`config.mk`:
```
export PLATFORM = sky130hd
export DESIGN_NAME = burst_col_seq
export DESIGN_NICKNAME = d
export VERILOG_FILES = /design/src/rtl/bcs_pkg.sv /design/src/rtl/bcs_cfg_latch.sv /design/src/rtl/bcs_beat_ctrl.sv /design/src/rtl/bcs_col_gen.sv /design/src/rtl/burst_col_seq.sv
export SDC_FILE = /design/constraint.sdc
export NUM_CORES = 1
export LEC_CHECK = 0
export ABC_AREA = 1
export BUFFER_PORTS_ARGS = -buffer_cell sky130_fd_sc_hd__buf_2
export CORE_MARGIN = 2
export CORE_UTILIZATION = 56
export DETAILED_ROUTE_END_ITERATION = 7
export PLACE_DENSITY_LB_ADDON = 0.05
export SLEW_MARGIN = 20
export SYNTH_ARGS = -nofsm -noshare
export SYNTH_HDL_FRONTEND = slang
export SYNTH_HIERARCHICAL = 1
export SYNTH_SLANG_ARGS = --single-unit
```
`constraint.sdc`:
```
create_clock -name clk -period 1.9 [get_ports clk]
set_input_delay 0.285 -clock clk [delete_from_list [all_inputs] [get_ports clk]]
set_output_delay 0.285 -clock clk [all_outputs]
set_load 0.02 [all_outputs]
```
`src/rtl/bcs_pkg.sv`:
```
package bcs_pkg;

  typedef enum logic [2:0] {
    BCS_LEN1 = 3'd0,
    BCS_LEN2 = 3'd1,
    BCS_LEN4 = 3'd2,
    BCS_LEN8 = 3'd3,
    BCS_PAGE = 3'd7
  } bcs_len_e;

  // Returns a mask of the column bits that change inside a fixed burst.
  function automatic logic [7:0] bcs_len_mask(input logic [2:0] code);
    logic [7:0] m;
    case (code[1:0])
      2'd0:    m = 8'h00;
      2'd1:    m = 8'h01;
      2'd2:    m = 8'h03;
      default: m = 8'h07;
    endcase
    if (code[2]) m = 8'hFF;
    return m;
  endfunction

  // Sequential offset: start plus beat index, with a natural wrap.
  function automatic logic [7:0] bcs_seq_offs(input logic [7:0] base,
                                              input logic [7:0] beat);
    return base + beat;
  endfunction

  // Interleaved offset: start XOR beat index.
  function automatic logic [7:0] bcs_il_offs(input logic [7:0] base,
                                             input logic [7:0] beat);
    return base ^ beat;
  endfunction

endpackage

```
`src/rtl/bcs_cfg_latch.sv`:
```
module bcs_cfg_latch #(
  parameter int COL_W = 8,
  parameter int LEN_W = 3
) (
  input  logic             clk,
  input  logic             rst_n,
  input  logic             start_i,
  input  logic [COL_W-1:0] start_col_i,
  input  logic [LEN_W-1:0] len_code_i,
  input  logic             interleave_i,
  input  logic             is_write_i,
  input  logic             single_write_i,
  output logic [COL_W-1:0] base_o,
  output logic [COL_W-1:0] mask_o,
  output logic             full_o,
  output logic             il_o
);
  import bcs_pkg::*;

  logic             force_single;
  logic [COL_W-1:0] mask_dec;
  logic             full_dec;

  assign force_single = single_write_i & is_write_i;
  assign mask_dec     = force_single ? '0 : COL_W'(bcs_len_mask(len_code_i));
  assign full_dec     = ~force_single & len_code_i[LEN_W-1];

  always_ff @(posedge clk) begin
    if (!rst_n) begin
      base_o <= '0;
      mask_o <= '0;
      full_o <= 1'b0;
      il_o   <= 1'b0;
    end else if (start_i) begin
      base_o <= start_col_i;
      mask_o <= mask_dec;
      full_o <= full_dec;
      il_o   <= interleave_i & ~full_dec;
    end
  end

  AST_FULL_IS_SEQ: assert property (@(posedge clk) disable iff (!rst_n)
    full_o |-> !il_o);
  AST_SINGLE_MASK: assert property (@(posedge clk) disable iff (!rst_n)
    (start_i && force_single) |=> (mask_o == '0 && !full_o));
endmodule

```
`src/rtl/bcs_beat_ctrl.sv`:
```
module bcs_beat_ctrl #(
  parameter int COL_W = 8
) (
  input  logic             clk,
  input  logic             rst_n,
  input  logic             start_i,
  input  logic             stop_i,
  input  logic [COL_W-1:0] mask_i,
  input  logic             full_i,
  output logic             active_o,
  output logic [COL_W-1:0] beat_o,
  output logic             last_o
);
  logic ev_last_end;
  logic ev_stop_end;
  logic ev_end;

  assign ev_last_end = active_o & ~full_i & (beat_o == mask_i);
  assign ev_stop_end = active_o & full_i & stop_i;
  assign ev_end      = ev_last_end | ev_stop_end;
  assign last_o      = ev_last_end;

  always_ff @(posedge clk) begin
    if (!rst_n) begin
      active_o <= 1'b0;
      beat_o   <= '0;
    end else if (start_i) begin
      active_o <= 1'b1;
      beat_o   <= '0;
    end else if (active_o) begin
      if (ev_end) begin
        active_o <= 1'b0;
        beat_o   <= '0;
      end else begin
        beat_o <= beat_o + 1'b1;
      end
    end
  end

  AST_START_BEAT0: assert property (@(posedge clk) disable iff (!rst_n)
    start_i |=> (active_o && beat_o == '0));
  AST_LAST_NEEDS_ACT: assert property (@(posedge clk) disable iff (!rst_n)
    last_o |-> active_o);
  AST_IDLE_AFTER_LAST: assert property (@(posedge clk) disable iff (!rst_n)
    (last_o && !start_i) |=> !active_o);
  AST_PAGE_NO_LAST: assert property (@(posedge clk) disable iff (!rst_n)
    (active_o && full_i) |-> !last_o);
  AST_STOP_ENDS: assert property (@(posedge clk) disable iff (!rst_n)
    (active_o && full_i && stop_i && !start_i) |=> !active_o);
  AST_BEAT_STEP: assert property (@(posedge clk) disable iff (!rst_n)
    (active_o && !start_i && !ev_end) |=>
      (active_o && beat_o == $past(beat_o) + 1'b1));
endmodule

```
`src/rtl/bcs_col_gen.sv`:
```
module bcs_col_gen #(
  parameter int COL_W = 8
) (
  input  logic             active_i,
  input  logic [COL_W-1:0] base_i,
  input  logic [COL_W-1:0] beat_i,
  input  logic [COL_W-1:0] mask_i,
  input  logic             il_i,
  output logic [COL_W-1:0] col_o
);
  import bcs_pkg::*;

  logic [COL_W-1:0] offs_seq;
  logic [COL_W-1:0] offs_il;
  logic [COL_W-1:0] offs_sel;
  logic [COL_W-1:0] col_raw;

  assign offs_seq = COL_W'(bcs_seq_offs(8'(base_i), 8'(beat_i)));
  assign offs_il  = COL_W'(bcs_il_offs(8'(base_i), 8'(beat_i)));
  assign offs_sel = il_i ? offs_il : offs_seq;

  for (genvar gi = 0; gi < COL_W; gi++) begin : g_bit
    assign col_raw[gi] = mask_i[gi] ? offs_sel[gi] : base_i[gi];
  end

  assign col_o = active_i ? col_raw : '0;
endmodule

```
`src/rtl/burst_col_seq.sv`:
```
module burst_col_seq #(
  parameter int COL_W = 8,
  parameter int LEN_W = 3
) (
  input  logic             clk,
  input  logic             rst_n,
  input  logic             start_i,
  input  logic [COL_W-1:0] start_col_i,
  input  logic [LEN_W-1:0] len_code_i,
  input  logic             interleave_i,
  input  logic             is_write_i,
  input  logic             single_write_i,
  input  logic             stop_i,
  output logic             valid_o,
  output logic [COL_W-1:0] col_o,
  output logic             last_o
);
  logic [COL_W-1:0] cfg_base;
  logic [COL_W-1:0] cfg_mask;
  logic             cfg_full;
  logic             cfg_il;
  logic             seq_active;
  logic [COL_W-1:0] seq_beat;

  bcs_cfg_latch #(.COL_W(COL_W), .LEN_W(LEN_W)) u_cfg (
    .clk(clk), .rst_n(rst_n), .start_i(start_i),
    .start_col_i(start_col_i), .len_code_i(len_code_i),
    .interleave_i(interleave_i), .is_write_i(is_write_i),
    .single_write_i(single_write_i),
    .base_o(cfg_base), .mask_o(cfg_mask), .full_o(cfg_full), .il_o(cfg_il)
  );

  bcs_beat_ctrl #(.COL_W(COL_W)) u_ctrl (
    .clk(clk), .rst_n(rst_n), .start_i(start_i), .stop_i(stop_i),
    .mask_i(cfg_mask), .full_i(cfg_full),
    .active_o(seq_active), .beat_o(seq_beat), .last_o(last_o)
  );

  bcs_col_gen #(.COL_W(COL_W)) u_col (
    .active_i(seq_active), .base_i(cfg_base), .beat_i(seq_beat),
    .mask_i(cfg_mask), .il_i(cfg_il), .col_o(col_o)
  );

  assign valid_o = seq_active;

  AST_IDLE_QUIET: assert property (@(posedge clk) disable iff (!rst_n)
    !valid_o |-> (col_o == '0 && !last_o));
  AST_FIRST_COL: assert property (@(posedge clk) disable iff (!rst_n)
    start_i |=> (valid_o && col_o == $past(start_col_i)));
  AST_UPPER_HELD: assert property (@(posedge clk) disable iff (!rst_n)
    (valid_o && $past(valid_o) && !$past(start_i) && !cfg_full) |->
      ((col_o & ~cfg_mask) == ($past(col_o) & ~cfg_mask)));
  AST_SINGLE_WRITE: assert property (@(posedge clk) disable iff (!rst_n)
    (start_i && single_write_i && is_write_i) |=> last_o);
endmodule

```
==> flow_metrics.tcl <==
set metrics [dict create \
    finish.net_count 338 \
    finalHoldViolCount 0 \
    initial_core_util_pct 59.51 \
    path_clk_slew_ps 140 \
    syn-cell-area_mm2 0.001655 \
    htreeDepth 1 \
    slew_headroom_pct 75.35 \
    status "finished, violations left" \
    p_leak_nw 1.045 \
    synth_top_cells_by_count "72 x nand2_1, 38 x inv_1, 32 x nor2_1" \
    ys.flop_type "dfxtp_1" \
    synth.area.top_cells "dfxtp_1 27%, nand2_1 16%, inv_1 8.6%" \
    drive_gt1_share_pct 33.87 \
    fp.dieW_um 58.37 \
    fin_ws_ps -347.2 \
    utilization_pct 77.78 \
    fmax_mhz 445.0 \
    first_pass_iters 4 \
    grt_pass1_vias 1707 \
    syn-num-nets 291 \
    powerDensity_mw_per_mm2 479.3 \
    violations "setup timing" \
    rows 19 \
    io_buffers 27 \
    clockRootBuffer "clkbuf_4" \
    final_cell_area_mm2 0.002163 \
    synth_top_area_cell "dfxtp_1" \
    routedWlPerCell_um 13.16 \
    route.detailed.drc 0 \
    cp-start-kind "flop" \
    fillers 211 \
    timing.hold.ws_ps 177.7 \
    yosys.area.top_type_share_pct 26.61 \
    cts_buffer_depth 2 \
    core_mm2 0.002781 \
    cts.sinks 22 \
    tns_ps -1487 \
    worstMarginPinSlew_ps 368.3 \
    setup_viol 7 \
    ir_drop_mv 0.4996 \
    cts_tree "done" \
    io_pins 28 \
    layout_min_cycle_time_ps 2247 \
    yosys_warnings 6 \
    synthArstFlopShare_pct 0 \
    dieArea_mm2 0.003407 \
    cp.arrival_ps 1960 \
    antenna_cells 0 \
    wirelength_mm 4.487 \
    syn2layout_area_growth_pct 30.69 \
    grt_max_degree 15 \
    yosys.cell_count.top_type "nand2_1" \
    grt_util_all_layers_pct 27.64 \
    cts_buffers 3 \
    finalClockSkew_ps 11.72 \
    cp_max_fo 2 \
    die_y_um 58.37 \
    hold_class "in -> reg" \
    route.vias.total 1813 \
    cp-end-kind "output port" \
    vias_per_cell 5.317 \
    antenna_left 0 \
    drv_cap 0 \
    dp_hpwl_mm 2.968 \
    path_class "reg -> out" \
    rsz0062_at_grt "yes" \
    ys_types 30 \
    ys_ff_latch 22 \
    netlist_instances 264 \
    critical_path_required_ps 1620 \
    drv_slew 0 \
    seq_area_um2 471.7 \
    clkLatencyLatePin_ps 320 \
    grt_first_pass_wirelength_mm 7.293 \
    synth_edf_count 0 \
    fin_crit_sh_pct 118.3 \
    antenna_found_initial 0 \
    synth_area_per_cell_um2 6.270 \
    drt_iter0_drc 98 \
    placed_area_mm2 0.001868 \
    multi_input_area_mm2 0.001111 \
    grt-ovfl-total 0 \
    place_congestion 0.8441 \
    synth_seq_area_share_pct 26.61 \
]
## through the flow
step	worst slack [ps]	cells	power, W
after detailed placement	-38.71	327	0.0007344
after global routing	-468.2	341	0.001087
final	-347.2	341	0.001037
after global placement	-4.712	327	0.0007302
after CTS	-317.7	336	0.001029
after floorplan	48.67	264	0.0006607
## power by group
part / internal [W] / leakage [nW] / switching (W)
clock network: 0.000117 / 0.0210 / 0.000151
registers: 0.000480 / 0.188 / 0.0000295
logic: 0.000116 / 0.835 / 0.000142
## final timing paths
kind	from	to	slack (ps)	cells after the start
worst max-delay path	u_ctrl/beat_o[0]	col_o[6]	-350	11
worst min register to register	u_cfg/base_o[7]	u_cfg/base_o[7]	550	2
worst min-delay path	start_col_i[4]	u_cfg/base_o[4]	180	3
worst max register to register	u_ctrl/beat_o[1]	u_ctrl/beat_o[6]	450	10
## flip-flops by register name, summed over array words and instances (netlist names)
name,cells
u_cfg/base_o,8
u_cfg/il_o,1
u_cfg/mask_o,4
u_ctrl/active_o,1
u_ctrl/beat_o,8
## cell families (layout without fill, tap and decap cells)
logic type                 Yosys count  count (layout)  share of synthesized area (%)
and+or+nand+nor                    130             130                          32.96
buffers and inverters               50              96                          14.06
AOI/OAI and AO/OA                   49              49                          17.01
DFF                                 22              22                          26.61
adders and majority gates            9               9                          7.257
xor gates and xnor gates             4               4                          2.117
## timing repair
action                     in CTS  in global routing
setup endpoints to repair       8                  8
hold buffers                    0                  0
pin swaps                      11                 11
setup buffers                   5                  5
resized for setup              36                 16
hold endpoints to repair        0                  0
## placed cells by master, fill, tap and decap left out, types with 2 or more instances in the layout
cell,count
nand2_1,66
inv_1,37
nor2_1,28
buf_4,26
buf_2,21
o21ai_0,20
a21oi_1,17
nand3_1,13
dfxtp_2,10
nand2_2,9
dfxtp_1,7
ha_4,7
dfxtp_4,5
nand3_2,5
o21ai_1,4
nor2_2,4
clkbuf_4,3
buf_6,3
inv_2,3
a21oi_2,3
xor2_1,3
a21oi_4,2
## metal layers
metal  wire length [µm]  GRT usage, %  vias to the layer above
met2               2226         47.67                       62
met1               1937         34.57                      821
met5                  0             0                        -
met3                243         4.396                       10
li1                   -             -                      920
met4                 80         10.30                        0
## layout make-up
cell class	count	share of cell area (%)
multi-input cells	192	51.36
flip-flops and latches	22	21.80
repair buffers	50	15.44
inverters	42	7.924
well taps	31	1.793
clock buffers	4	1.677
## worst max-delay path, cell delays in order, from the launching register on
cell      delay (ps)
dfxtp_2          360
ha_4             160
fa_2             370
nand3_2           70
nand2_2           50
nand2_1           70
nand3b_1         120
nand3_1          110
nand2_1           70
nor2_2            90
nor2_2            40
buf_6            130
Power figures use the tool's default switching activity.
